`config.mk`:
```
export PLATFORM = sky130hd
export DESIGN_NAME = epbuf_alloc
export DESIGN_NICKNAME = d
export VERILOG_FILES = /design/src/rtl/epbuf_alloc_pkg.sv /design/src/rtl/epbuf_cfg_bank.sv /design/src/rtl/epbuf_base_track.sv /design/src/rtl/epbuf_fit_check.sv /design/src/rtl/epbuf_alloc.sv
export SDC_FILE = /design/constraint.sdc
export NUM_CORES = 1
export LEC_CHECK = 0
export BUFFER_PORTS_ARGS = -buffer_cell sky130_fd_sc_hd__buf_2
export CORE_AREA = 2 2 110 112
export DETAILED_ROUTE_END_ITERATION = 10
export DIE_AREA = 0 0 112 114
export PLACE_DENSITY = 0.76
export SLEW_MARGIN = 20
export SYNTH_ARGS = -nofsm -noshare
export SYNTH_HDL_FRONTEND = slang
export SYNTH_SLANG_ARGS = --single-unit
```
`constraint.sdc`:
```
create_clock -name clk -period 3.47 [get_ports clk]
set_input_delay 0.694 -clock clk [delete_from_list [all_inputs] [get_ports clk]]
set_output_delay 0.694 -clock clk [all_outputs]
set_load 0.01 [all_outputs]
```
`src/rtl/epbuf_alloc_pkg.sv`:
```
package epbuf_alloc_pkg;

  typedef enum logic [1:0] {
    OP_EN_SET = 2'd0,
    OP_EN_CLR = 2'd1,
    OP_ALLOC  = 2'd2,
    OP_FREE   = 2'd3
  } ep_op_e;

  // region length in bytes: base packet shifted by size code, doubled for two banks
  function automatic int unsigned region_len(input int unsigned min_pkt,
                                             input logic [1:0] size_code,
                                             input logic bank_code);
    int unsigned pkt;
    pkt = min_pkt << size_code;
    return bank_code ? (pkt * 2) : pkt;
  endfunction

endpackage

```
`src/rtl/epbuf_cfg_bank.sv`:
```
module epbuf_cfg_bank
  import epbuf_alloc_pkg::*;
#(
  parameter int NUM_EP  = 5,
  parameter int MIN_PKT = 8,
  parameter int EP_W    = 3,
  parameter int LEN_W   = 8
) (
  input  logic                         clk,
  input  logic                         rst,
  input  logic                         cmd_valid,
  input  logic [1:0]                   cmd_op,
  input  logic [EP_W-1:0]              cmd_ep,
  input  logic [1:0]                   cmd_size,
  input  logic                         cmd_bank,
  output logic [NUM_EP-1:0]            en_q,
  output logic [NUM_EP-1:0]            alloc_q,
  output logic [NUM_EP-1:0][LEN_W-1:0] len_o
);

  logic [NUM_EP-1:0][1:0] size_q;
  logic [NUM_EP-1:0]      bank_q;

  for (genvar i = 0; i < NUM_EP; i++) begin : g_ep
    logic hit;
    assign hit = cmd_valid && (cmd_ep == EP_W'(i));

    always_ff @(posedge clk) begin
      if (rst) begin
        en_q[i]    <= 1'b0;
        alloc_q[i] <= 1'b0;
        size_q[i]  <= 2'd0;
        bank_q[i]  <= 1'b0;
      end else if (hit) begin
        case (ep_op_e'(cmd_op))
          OP_EN_SET: en_q[i] <= 1'b1;
          OP_EN_CLR: en_q[i] <= 1'b0;
          OP_ALLOC: if (!alloc_q[i]) begin
            alloc_q[i] <= 1'b1;
            size_q[i]  <= cmd_size;
            bank_q[i]  <= cmd_bank;
          end
          OP_FREE: alloc_q[i] <= 1'b0;
          default: ;
        endcase
      end
    end

    assign len_o[i] = LEN_W'(region_len(MIN_PKT, size_q[i], bank_q[i]));

    // enable commands leave reservation and shape alone
    p_enable_only_r6: assert property (@(posedge clk) disable iff (rst)
      (hit && (cmd_op == OP_EN_SET || cmd_op == OP_EN_CLR))
      |=> ($stable(alloc_q[i]) && $stable(size_q[i]) && $stable(bank_q[i])));

    // re-reserving a reserved endpoint keeps its shape
    p_realloc_ignored_r8: assert property (@(posedge clk) disable iff (rst)
      (hit && cmd_op == OP_ALLOC && alloc_q[i])
      |=> ($stable(size_q[i]) && $stable(bank_q[i]) && alloc_q[i]));
  end

  // reset clears all endpoint state
  p_reset_clear_r1: assert property (@(posedge clk)
    rst |=> (alloc_q == '0 && en_q == '0));

endmodule

```
`src/rtl/epbuf_base_track.sv`:
```
module epbuf_base_track
  import epbuf_alloc_pkg::*;
#(
  parameter int NUM_EP  = 5,
  parameter int MIN_PKT = 8,
  parameter int EP_W    = 3,
  parameter int LEN_W   = 8,
  parameter int SUM_W   = 10
) (
  input  logic                         clk,
  input  logic                         rst,
  input  logic                         cmd_valid,
  input  logic [1:0]                   cmd_op,
  input  logic [EP_W-1:0]              cmd_ep,
  input  logic [1:0]                   cmd_size,
  input  logic                         cmd_bank,
  input  logic [NUM_EP-1:0]            alloc_q,
  input  logic [NUM_EP-1:0][LEN_W-1:0] len_i,
  output logic [NUM_EP-1:0][SUM_W-1:0] base_q
);

  logic [NUM_EP-1:0][SUM_W-1:0] lower_end;
  logic [NUM_EP-1:0][SUM_W-1:0] base_d;
  logic [SUM_W-1:0]             new_len;

  assign new_len = SUM_W'(region_len(MIN_PKT, cmd_size, cmd_bank));

  // end of the highest reserved region below each endpoint
  always_comb begin
    for (int i = 0; i < NUM_EP; i++) begin
      lower_end[i] = '0;
      for (int j = 0; j < i; j++) begin
        if (alloc_q[j]) lower_end[i] = base_q[j] + SUM_W'(len_i[j]);
      end
    end
  end

  always_comb begin
    base_d = base_q;
    if (cmd_valid) begin
      for (int k = 0; k < NUM_EP; k++) begin
        if (cmd_ep == EP_W'(k)) begin
          if (cmd_op == OP_ALLOC && !alloc_q[k]) begin
            base_d[k] = lower_end[k];
            if (k + 1 < NUM_EP) begin
              if (alloc_q[k+1]) base_d[k+1] = lower_end[k] + new_len;
            end
          end else if (cmd_op == OP_FREE && alloc_q[k]) begin
            base_d[k] = '0;
            if (k + 1 < NUM_EP) begin
              if (alloc_q[k+1]) base_d[k+1] = base_q[k];
            end
          end
        end
      end
    end
  end

  always_ff @(posedge clk) begin
    if (rst) base_q <= '0;
    else     base_q <= base_d;
  end

  // without a command no start address changes
  p_idle_hold_r9: assert property (@(posedge clk) disable iff (rst)
    !cmd_valid |=> $stable(base_q));

  for (genvar i = 2; i < NUM_EP; i++) begin : g_far
    // endpoints two or more above the command never move
    p_far_fixed_r4: assert property (@(posedge clk) disable iff (rst)
      (cmd_valid && cmd_ep < EP_W'(i - 1)) |=> $stable(base_q[i]));
  end

endmodule

```
`src/rtl/epbuf_fit_check.sv`:
```
module epbuf_fit_check #(
  parameter int NUM_EP = 5,
  parameter int DEPTH  = 176,
  parameter int LEN_W  = 8,
  parameter int SUM_W  = 10
) (
  input  logic                         clk,
  input  logic                         rst,
  input  logic [NUM_EP-1:0]            alloc_q,
  input  logic [NUM_EP-1:0][SUM_W-1:0] base_q,
  input  logic [NUM_EP-1:0][LEN_W-1:0] len_i,
  output logic [NUM_EP-1:0]            cfg_ok,
  output logic                         overflow
);

  localparam int CMP_W = SUM_W + 1;

  for (genvar i = 0; i < NUM_EP; i++) begin : g_fit
    logic [CMP_W-1:0] end_addr;
    assign end_addr  = CMP_W'(base_q[i]) + CMP_W'(len_i[i]);
    assign cfg_ok[i] = alloc_q[i] && (end_addr <= CMP_W'(DEPTH));

    // a fit flag never stands for an unreserved endpoint
    p_ok_needs_alloc_r7: assert property (@(posedge clk) disable iff (rst)
      cfg_ok[i] |-> alloc_q[i]);
  end

  assign overflow = |(alloc_q & ~cfg_ok);

endmodule

```
`src/rtl/epbuf_alloc.sv`:
```
module epbuf_alloc #(
  parameter int NUM_EP  = 5,
  parameter int DEPTH   = 176,
  parameter int MIN_PKT = 8,
  parameter int EP_W    = $clog2(NUM_EP),
  parameter int LEN_W   = $clog2(MIN_PKT * 16 + 1),
  parameter int SUM_W   = $clog2(DEPTH + NUM_EP * MIN_PKT * 16 + 1)
) (
  input  logic              clk,
  input  logic              rst,
  input  logic              cmd_valid,
  input  logic [1:0]        cmd_op,
  input  logic [EP_W-1:0]   cmd_ep,
  input  logic [1:0]        cmd_size,
  input  logic              cmd_bank,
  input  logic [EP_W-1:0]   lk_ep,
  output logic [SUM_W-1:0]  lk_base,
  output logic [LEN_W-1:0]  lk_len,
  output logic              lk_ok,
  output logic [NUM_EP-1:0] ep_enabled,
  output logic [NUM_EP-1:0] ep_alloc,
  output logic [NUM_EP-1:0] ep_cfg_ok,
  output logic              overflow
);

  logic [NUM_EP-1:0]            alloc_q;
  logic [NUM_EP-1:0][LEN_W-1:0] len_w;
  logic [NUM_EP-1:0][SUM_W-1:0] base_w;

  epbuf_cfg_bank #(
    .NUM_EP(NUM_EP), .MIN_PKT(MIN_PKT), .EP_W(EP_W), .LEN_W(LEN_W)
  ) u_cfg (
    .clk(clk), .rst(rst), .cmd_valid(cmd_valid), .cmd_op(cmd_op),
    .cmd_ep(cmd_ep), .cmd_size(cmd_size), .cmd_bank(cmd_bank),
    .en_q(ep_enabled), .alloc_q(alloc_q), .len_o(len_w)
  );

  epbuf_base_track #(
    .NUM_EP(NUM_EP), .MIN_PKT(MIN_PKT), .EP_W(EP_W), .LEN_W(LEN_W), .SUM_W(SUM_W)
  ) u_base (
    .clk(clk), .rst(rst), .cmd_valid(cmd_valid), .cmd_op(cmd_op),
    .cmd_ep(cmd_ep), .cmd_size(cmd_size), .cmd_bank(cmd_bank),
    .alloc_q(alloc_q), .len_i(len_w), .base_q(base_w)
  );

  epbuf_fit_check #(
    .NUM_EP(NUM_EP), .DEPTH(DEPTH), .LEN_W(LEN_W), .SUM_W(SUM_W)
  ) u_fit (
    .clk(clk), .rst(rst), .alloc_q(alloc_q), .base_q(base_w),
    .len_i(len_w), .cfg_ok(ep_cfg_ok), .overflow(overflow)
  );

  assign ep_alloc = alloc_q;

  always_comb begin
    lk_base = '0;
    lk_len  = '0;
    lk_ok   = 1'b0;
    for (int i = 0; i < NUM_EP; i++) begin
      if (lk_ep == EP_W'(i) && alloc_q[i]) begin
        lk_base = base_w[i];
        lk_len  = len_w[i];
        lk_ok   = ep_cfg_ok[i];
      end
    end
  end

  // a reported length is always a single power of two
  p_len_pow2_r2: assert property (@(posedge clk) disable iff (rst)
    (lk_len != '0) |-> ($countones(lk_len) == 1));

endmodule

```
After elaboration in Yosys (flattened, before gate mapping)
Index checks and enable logic that the tools add are counted.

Register bits: 75.

Reductions and logical operators: 53. $add $sub $neg: 12. Shift-type cells: 6. Bitwise logic cells: 7. Multiplexer cells: 50. $lt $le $gt $ge: 5. Equal/unequal tests: 11.

Operators with widths (count): $mux W20 (12); $mux W10 (21); $mux W8 (10); $add A10 B8 Y11 (5); $le A11 B8 Y1 const B (5); $add A10 B8 Y10 (4); $shl A4 B2 Y8 const A (5); $add A10 B10 Y10 (3); $logic_and A1 B1 Y1 (25); $reduce_and A2 Y1 (10); $reduce_and A3 Y1 (6); $eq A3 B2 Y1 const B (4); $shl A4 B2 Y10 const A (1); $eq A3 B1 Y1 const B (2); $eq A3 B3 Y1 const B (2); $logic_not A3 Y1 (2); $reduce_bool A2 Y1 (3); $and A5 B5 Y5 (1); $logic_not A1 Y1 (5); $mux W1 (5); $not A1 Y1 (5); $not A5 Y5 (1); $reduce_or A5 Y1 (1); $eq A2 B2 Y1 const B (2); other kinds (3) (4).

Depth between registers and ports, before layout
Gate-level depths: netlist of run 1.

Depth in word-level cells: 17. Depth in mapped cells: 17.

By module
A second synthesis of run 1 with hierarchy kept.

Cells, all modules: 1293. Area, all modules: 9311.4 sq um.

By module, submodules not included: epbuf_base_track (times used 1, area each 4948.5 sq um, cells an instance 690); epbuf_fit_check (times used 1, area each 2044.5 sq um, cells an instance 277); epbuf_cfg_bank (times used 1, area each 1432.6 sq um, cells an instance 168); epbuf_alloc (times used 1, area each 885.8 sq um, cells an instance 158).

Worst setup path after synthesis of run 1
No wires, ideal clock.

Kind: register to register. Start: reg u_cfg.size_q[2] (netlist bit). End: reg u_base.base_q[49] (netlist bit). Period minus slack after synthesis: 3448 ps. Arrival: 3344 ps. Path buffers: 0. Required time: 3367 ps. Cell stages (with the launch flop): 17. Path slack: 22 ps. Path through: dfxtp_1 > nor3_1 > ha_1 > inv_1 > fa_1 > xor2_1 > nor2_1 > a31o_2 > o21a_1 > ha_1 > a21o_1 > a21oi_1 > nor2b_1 > o211ai_1 > xor2_1 > o31ai_1 > a2111oi_2.

Word-level cells in the longest chain between the ends: 12.

Ends and longest elaborated chain: from (decl) (RTL line epbuf_cfg_bank.sv:21) `logic [NUM_EP-1:0][1:0] size_q;`; from (signal, indexed assignment) (RTL line epbuf_cfg_bank.sv:40) `size_q[i] <= cmd_size;`; $shl A4 B2 Y8 * (RTL line epbuf_alloc_pkg.sv:15) `pkt = min_pkt << size_code;`; $mux W8 * (RTL line epbuf_alloc_pkg.sv:16) `return bank_code ? (pkt * 2) : pkt;`; $add A10 B8 Y10 * (RTL line epbuf_base_track.sv:33) `if (alloc_q[j]) lower_end[i] = base_q[j] + SUM_W'(len_i[j]);`; $mux W10 * (2 in a row) (RTL line epbuf_base_track.sv:33); $add A10 B10 Y10 (RTL line epbuf_base_track.sv:46) `if (alloc_q[k+1]) base_d[k+1] = lower_end[k] + new_len;`; $mux W10 (RTL line epbuf_base_track.sv:46); $mux W20 (RTL line epbuf_base_track.sv:43) `if (cmd_op == OP_ALLOC && !alloc_q[k]) begin`; $mux W20 (RTL line epbuf_base_track.sv:42) `if (cmd_ep == EP_W'(k)) begin`; $mux W10 (RTL line epbuf_base_track.sv:48) `end else if (cmd_op == OP_FREE && alloc_q[k]) begin`; $mux W10 (RTL line epbuf_base_track.sv:43); $mux W10 * (RTL line epbuf_base_track.sv:42); to (signal assigned) (RTL line epbuf_base_track.sv:61) `else base_q <= base_d;`; to (decl) (RTL line epbuf_base_track.sv:19) `output logic [NUM_EP-1:0][SUM_W-1:0] base_q`.

Every way passes the cells marked *; elsewhere a longest branch is shown, timed or not. A chain may end at the register's enable or synchronous reset.

Final worst setup path of run 1
Start: reg u_cfg.bank_q[1]. End: out lk_ok.

Word-level cells in the longest chain between the ends: 8.

Ends and longest elaborated chain: from (decl) (RTL line epbuf_cfg_bank.sv:22) `logic [NUM_EP-1:0] bank_q;`; from (signal, indexed assignment) (RTL line epbuf_cfg_bank.sv:41) `bank_q[i] <= cmd_bank;`; $mux W8 (RTL line epbuf_alloc_pkg.sv:16); $add A10 B8 Y11 (RTL line epbuf_fit_check.sv:20) `assign end_addr = CMP_W'(base_q[i]) + CMP_W'(len_i[i]);`; $le A11 B8 Y1 (RTL line epbuf_fit_check.sv:21) `assign cfg_ok[i] = alloc_q[i] && (end_addr <= CMP_W'(DEPTH));`; $logic_and A1 B1 Y1 (RTL line epbuf_fit_check.sv:21); $mux W1 (4 in a row) (RTL line epbuf_alloc.sv:60) `if (lk_ep == EP_W'(i) && alloc_q[i]) begin`; to (decl) (RTL line epbuf_alloc.sv:19) `output logic lk_ok,`.

No other way between the ends.

==> results of run 1 <==
-- layer usage --
layer / share of wire / routed length [um] / track usage / up-vias
li1: - / - / - / 3388
met1: 0.36 / 9210 / 0.4784 / 3518
met2: 0.44 / 11130 / 0.6081 / 583
met3: 0.12 / 3051 / 0.08767 / 174
met4: 0.084 / 2145 / 0.2780 / 0
met5: 0 / 0 / 0 / -
-- worst max-delay path by stage --
| stage | from | end | slack, ps | depth (start not counted) |
|---|---|---|---|---|
| 2_1_floorplan | u_cfg.size_q[2] | u_base.base_q[49] | 20 | 16 |
| 3_3_place_gp | u_cfg.size_q[3] | u_base.base_q[49] | -40 | 15 |
| 3_5_place_dp | u_cfg.size_q[3] | u_base.base_q[49] | -200 | 15 |
| 4_1_cts | u_cfg.size_q[3] | lk_ok | -320 | 12 |
| 5_1_grt | u_cfg.size_q[3] | lk_ok | -490 | 12 |
| 6_report | u_cfg.bank_q[1] | lk_ok | -400 | 11 |
-- registers in the layout, summed over array words and instances (netlist names) --
register       cells
u_cfg.en_q         5
u_cfg.size_q      10
u_cfg.alloc_q      5
u_base.base_q     40
u_cfg.bank_q       5
-- cell families after synthesis --
logic type      Yosys count  synth area share
compound gates          275            0.2981
fa+ha+maj                43           0.09289
buf+inv                  94           0.06411
other cells               1         0.0005949
mux                      19           0.03077
simple gates            322            0.2545
xor+xnor                 37           0.05260
flops                    65            0.2064
-- synth_stat cells, types with 3 or more instances --
cell type,instances
nand2_1,89
nor2_1,81
dfxtp_1,65
a21oi_1,58
o21ai_0,44
a22oi_1,41
inv_1,37
ha_1,34
clkbuf_1,29
nand3_1,26
nor3_1,25
o22ai_1,21
nand2b_1,19
xor2_1,19
and3_1,18
xnor2_1,17
buf_2,16
mux2i_1,16
a211oi_1,13
o211ai_1,13
o221ai_1,13
a21o_1,11
o21a_1,11
nor2b_1,10
nor4_1,10
and2_1,9
a31oi_1,8
fa_1,7
nand3b_1,6
nand4_1,6
a222oi_1,4
a311oi_1,4
buf_4,4
a211o_1,3
a31o_2,3
buf_1,3
mux2_2,3
o21bai_1,3
or3_1,3
-- where the power goes --
group          switching (mW)  internal (mW)
Combinational           0.165         0.0880
Clock                   0.362          0.479
Sequential            0.00904          0.749
Total                   0.537           1.32
-- worst max-delay path: stages, from the launching register on --
cell and delay (ps):
dfxtp_4 370, nand2b_4 140, o21ai_2 210, ha_1 290, nor2b_4 140, o21a_1 190, or3_4 340, o211a_1 120
or4_4 550, o22ai_2 190, a2bb2oi_2 140, buf_2 140
-- area by class of cell --
cell class              count  area [um2]
multi-input cells         700        4974
well taps                 147       183.9
flip-flops and latches     65        1325
clock buffers              12       236.5
fillers                   974        3751
clock inverters             4       20.02
repair buffers            155        1075
inverters                  39       146.4
-- through the flow --
| stage | setup TNS [ps] | instance area, um2 | power [mW] | worst slack [ps] |
|---|---|---|---|---|
| CTS | -1048 | 7714 | 1.830 | -316.4 |
| global route | -2365 | 7960 | 1.883 | -491.5 |
| global placement | -54.65 | 7133 | 1.000 | -39.66 |
| floorplan | 0 | 6315 | 0.9159 | 22.39 |
| finish | -1460 | 7960 | 1.852 | -398.4 |
| detailed placement | -535.0 | 7133 | 1.002 | -197.2 |
-- timing repair --
| item | in CTS | in global routing |
|---|---|---|
| setup endpoints to repair | 9 | 13 |
| resized for setup | 54 | 45 |
| setup buffers | 14 | 8 |
| hold endpoints to repair | 0 | 0 |
| pin swaps | 27 | 27 |
==> results_dict.tcl, run 1 <==
set metrics [dict create \
    synth_cell_types 78 \
    place_congestion 1.018 \
    clock_skew_ps 6.753 \
    num_rows 40 \
    min_from "u_cfg.en_q[3]" \
    required_ps 2780 \
    slew_headroom 0.3408 \
    fin_cells 1122 \
    crit_fanout 6 \
    min_path_cells 2 \
    drt_first_pass_iters 6 \
    crit-reg2reg-launch "u_cfg.bank_q[2]" \
    layout_commonest_cell "buf_4" \
    arrival_ps 3170 \
    synthFlopType "dfxtp_1" \
    hpwlAfterDp_um 18580 \
    area_growth_pct 26.28 \
    die_y_um 114 \
    drive_gt1_frac 0.2667 \
    cts.sinks 65 \
    yosysTopAreaCellShare 0.2064 \
    drc 0 \
    wl_per_cell_um 22.76 \
    hp-class "register to register" \
    finalHoldViolations 0 \
    leakage_nw 3.339 \
    dp.cells 1084 \
    diodes 0 \
    vdd_drop_max_mv 0.3274 \
    r2r-end "u_base.base_q[49]" \
    r2r_setup_slack_ps -150 \
    tightest_slew_ps 978.4 \
    holdBufCountCts 0 \
    hold_path_end "u_cfg.en_q[3]" \
    syn_area_um2 6304 \
    reg2regPathDepth 21 \
    core_um2 11710 \
    portBuffers 45 \
    rsz0062_at_grt "yes" \
    fp.dieW_um 112 \
    ys_seq_area_frac 0.2064 \
    dieArea_um2 12770 \
    avgSynthCellArea_um2 7.364 \
    holdWs_ps 500.7 \
    numCtsBuffers 9 \
    h-tree-depth 3 \
    vias 7663 \
    setup_viol 6 \
    cts_tree "built" \
    clk_root_buffer_cell "clkbuf_16" \
    status "finished with violations" \
    worstSetupEndpointType "output pin" \
    ios 49 \
    fin_util 0.6797 \
    async_flop_share 0 \
    grt_use_total 0.3904 \
    yosysTopAreaCell "dfxtp_1" \
    final.min_clock_period_ps 3868 \
    violations "setup timing" \
    maxCapViolCount 0 \
    via_per_inst 6.830 \
    grt_pass1_wl_um 38360 \
    clockBufferDepth 2 \
    drv_slew 0 \
    path_class "register to output pin" \
    yosys_warnings 0 \
    floorplan.initialDensity 0.5382 \
    antenna_left 0 \
    insertion_delay_ps 360 \
    antenna_found_initial 0 \
    grt-ovfl-total 0 \
    start_kind "register" \
    drt_iter0_drc 1189 \
    synth-edff-count 0 \
    power.density_nw_per_um2 232.7 \
    yosys-top-cells-area "dfxtp_1 (21%), ha_1 (6.7%), nand2_1 (5.3%)" \
    fin_crit_sh 1.115 \
    synthCells 856 \
    max_freq_mhz 258.5 \
    synth-seq-cells 65 \
    postRouteWirelength_um 25540 \
    grt_max_degree 38 \
    nNetsFinal 1025 \
    path_clk_slew_ps 60 \
    grt_pass1_vias 7009 \
    timing.final.ws_setup_ps -398.4 \
    mostFrequentLayoutCells "buf_4 (107), nand2_1 (89), nor2_1 (78), dfxtp_1 (56), a21oi_1 (51)" \
]
(Power assumes the default switching activity.)
==> inputs of run 2 (changes only) <==
CORE_AREA = 2 2 98 124   (was 2 2 110 112)
DIE_AREA = 0 0 100 126   (was 0 0 112 114)
PLACE_DENSITY = 0.77   (was 0.76)
==> run 2 against run 1 <==
Die area fell by 1.3%. Critical path depth grew 2. Wire length rose by 3.0%. The flow still finishes with violations (setup timing). Design area grew 1.8%. Sequential share of layout area decreased by 0.33 points. Count of clock-buffer cells in the layout is 3 lower. Worst hold slack better by 1.8 ps.
==> results_dict.tcl, run 2 (synthesized netlist as in run 1, its figures left out) <==
set metrics [dict create \
    status "finished with violations" \
    violations "setup timing" \
    fin_area_um2 8104 \
    fin_crit_sh 1.123 \
    largest_reg_flops 40 \
    top_register "u_base.base_q" \
    clockBufferDepth 2 \
    arrival_ps 3200 \
    crit_family "compound AO/OA/AOI/OAI gates" \
    wl_per_cell_um 23.44 \
    final.min_clock_period_ps 3898 \
    required_ps 2780 \
    ios 49 \
    leakage_nw 3.402 \
    holdBufCountCts 0 \
    num_rows 44 \
    drt_first_pass_iters 6 \
    grt_pass1_vias 7373 \
    floorplan.initialDensity 0.5505 \
    drt_iter0_drc 1160 \
    die_y_um 126 \
    antenna_left 0 \
    finalSetupTns_ps -1892 \
    setup_viol 8 \
    hp-class "register to register" \
    cts_tree "built" \
    mostFrequentLayoutCells "buf_4 (113), nand2_1 (88), nor2_1 (75), dfxtp_1 (54), a21oi_1 (50)" \
    worstSetupEndpointType "output pin" \
    h-tree-depth 3 \
    path_buf_inv 3 \
    vias 7766 \
    nNetsFinal 1034 \
    grt-ovfl-total 0 \
    crit_fanout 4 \
    cpMaxStageDelayCell "or4_4" \
    place_area_um2 7099 \
    clk_root_buffer_cell "clkbuf_16" \
    path_class "register to output pin" \
    total_power_mw 1.999 \
    dieArea_um2 12600 \
    layout_commonest_cell "buf_4" \
    numCtsBuffers 9 \
    drive_gt1_frac 0.2866 \
    maxCapViolCount 0 \
    grt_pass1_wl_um 39790 \
    place_congestion 1.027 \
    grt_use_total 0.4098 \
    finalHoldViolations 0 \
    diodes 0 \
    grt_max_degree 60 \
    max_freq_mhz 256.6 \
    rsz0062_at_grt "yes" \
    hpwlAfterDp_um 18690 \
    power.density_nw_per_um2 246.6 \
    drv_slew 0 \
    insertion_delay_ps 350 \
    cts.sinks 65 \
    timing.final.ws_setup_ps -427.5 \
    max_stage_delay_ps 520 \
    postRouteWirelength_um 26300 \
    start_kind "register" \
    tightest_slew_ps 1020 \
    vdd_drop_max_mv 0.2851 \
    antenna_found_initial 0 \
    clock_skew_ps 8.133 \
    slew_headroom 0.3129 \
    core_um2 11450 \
    top_regs "u_base.base_q (40), u_cfg.size_q (10)" \
    path_cells "buf_6, xor2_2, nand2b_1, inv_1, ha_1, a21o_1, a21oi_2, xnor2_2, o211a_1, or4_4, o22ai_2, a2bb2oi_2, buf_2" \
    via_per_inst 6.922 \
    portBuffers 45 \
    drc 0 \
    fp.dieW_um 100 \
    n_fill_cell 934 \
    area_growth_pct 28.56 \
    path_clk_slew_ps 60 \
]
==> run 2: cell count changes in the layout (fill, tap and decap cells not counted), sizes merged <==
cell	previous run	this run
buf	155	164
clkbuf	12	9
bufinv	0	1
clkinvlp	0	1
inv	37	38
==> run 2: worst register-to-register path: stages, from the launching register on <==
cell	delay (ps)
dfxtp_2	340
buf_6	130
xor2_2	170
nand2b_1	180
inv_1	70
ha_1	300
a21o_1	190
a21oi_2	170
xnor2_2	110
buf_4	140
a21o_1	210
o21ai_2	160
inv_2	80
ha_4	260
a21oi_4	150
nor2b_2	80
o211ai_1	230
xor2_1	220
o31ai_2	80
a2111oi_2	380
==> run 2: final cells by class <==
type / count / area [um2] / share of cell area
clock buffers: 9 / 225.2 / 0.02779
clock inverters: 7 / 80.08 / 0.009881
inverters: 39 / 148.9 / 0.01837
multi-input cells: 700 / 4995 / 0.6163
flip-flops and latches: 65 / 1323 / 0.1632
well taps: 138 / 172.7 / 0.02131
repair buffers: 164 / 1160 / 0.1431
==> run 2: where the power goes <==
| group | total (mW) | switching [mW] | internal, mW |
|---|---|---|---|
| Combinational | 0.258 | 0.168 | 0.0899 |
| Clock | 0.982 | 0.418 | 0.565 |
| Sequential | 0.758 | 0.00863 | 0.749 |
| Total | 2.00 | 0.595 | 1.40 |
==> run 2: final timing paths <==
path                                      start                 to  slack [ps]  cells past startpoint
worst max register to register  u_cfg.size_q[2]  u_base.base_q[49]        -270                     19
worst min-delay path              u_cfg.en_q[1]      u_cfg.en_q[1]         500                      2
worst max-delay path            u_cfg.size_q[2]              lk_ok        -430                     13
worst min register to register    u_cfg.en_q[1]      u_cfg.en_q[1]         500                      2
==> run 2: routing by layer <==
metal	up-vias	routed length, um	GRT usage
met2	607	11930	0.6467
met1	3588	9224	0.4948
met5	-	0	0
met3	169	2798	0.07991
li1	3402	-	-
met4	0	2341	0.2917
==> run 2: through the flow <==
stage / hold WS (ps) / util / cells / setup WS (ps)
floorplan: 461.7 / - / 859 / 22.39
global placement: 463.4 / 0.6200 / 1072 / -82.25
detailed placement: 475.5 / 0.6200 / 1072 / -168.2
CTS: 500.5 / 0.6800 / 1112 / -339.0
global route: 529.6 / 0.7077 / 1122 / -481.7
finish: 502.5 / 0.7077 / 1122 / -427.5
==> run 2: repair_timing <==
item / CTS / global route
pin swaps: 28 / 34
endpoints found under the setup margin: 11 / 13
resized for setup: 52 / 60
setup buffers: 24 / 11
gates cloned: 0 / 0
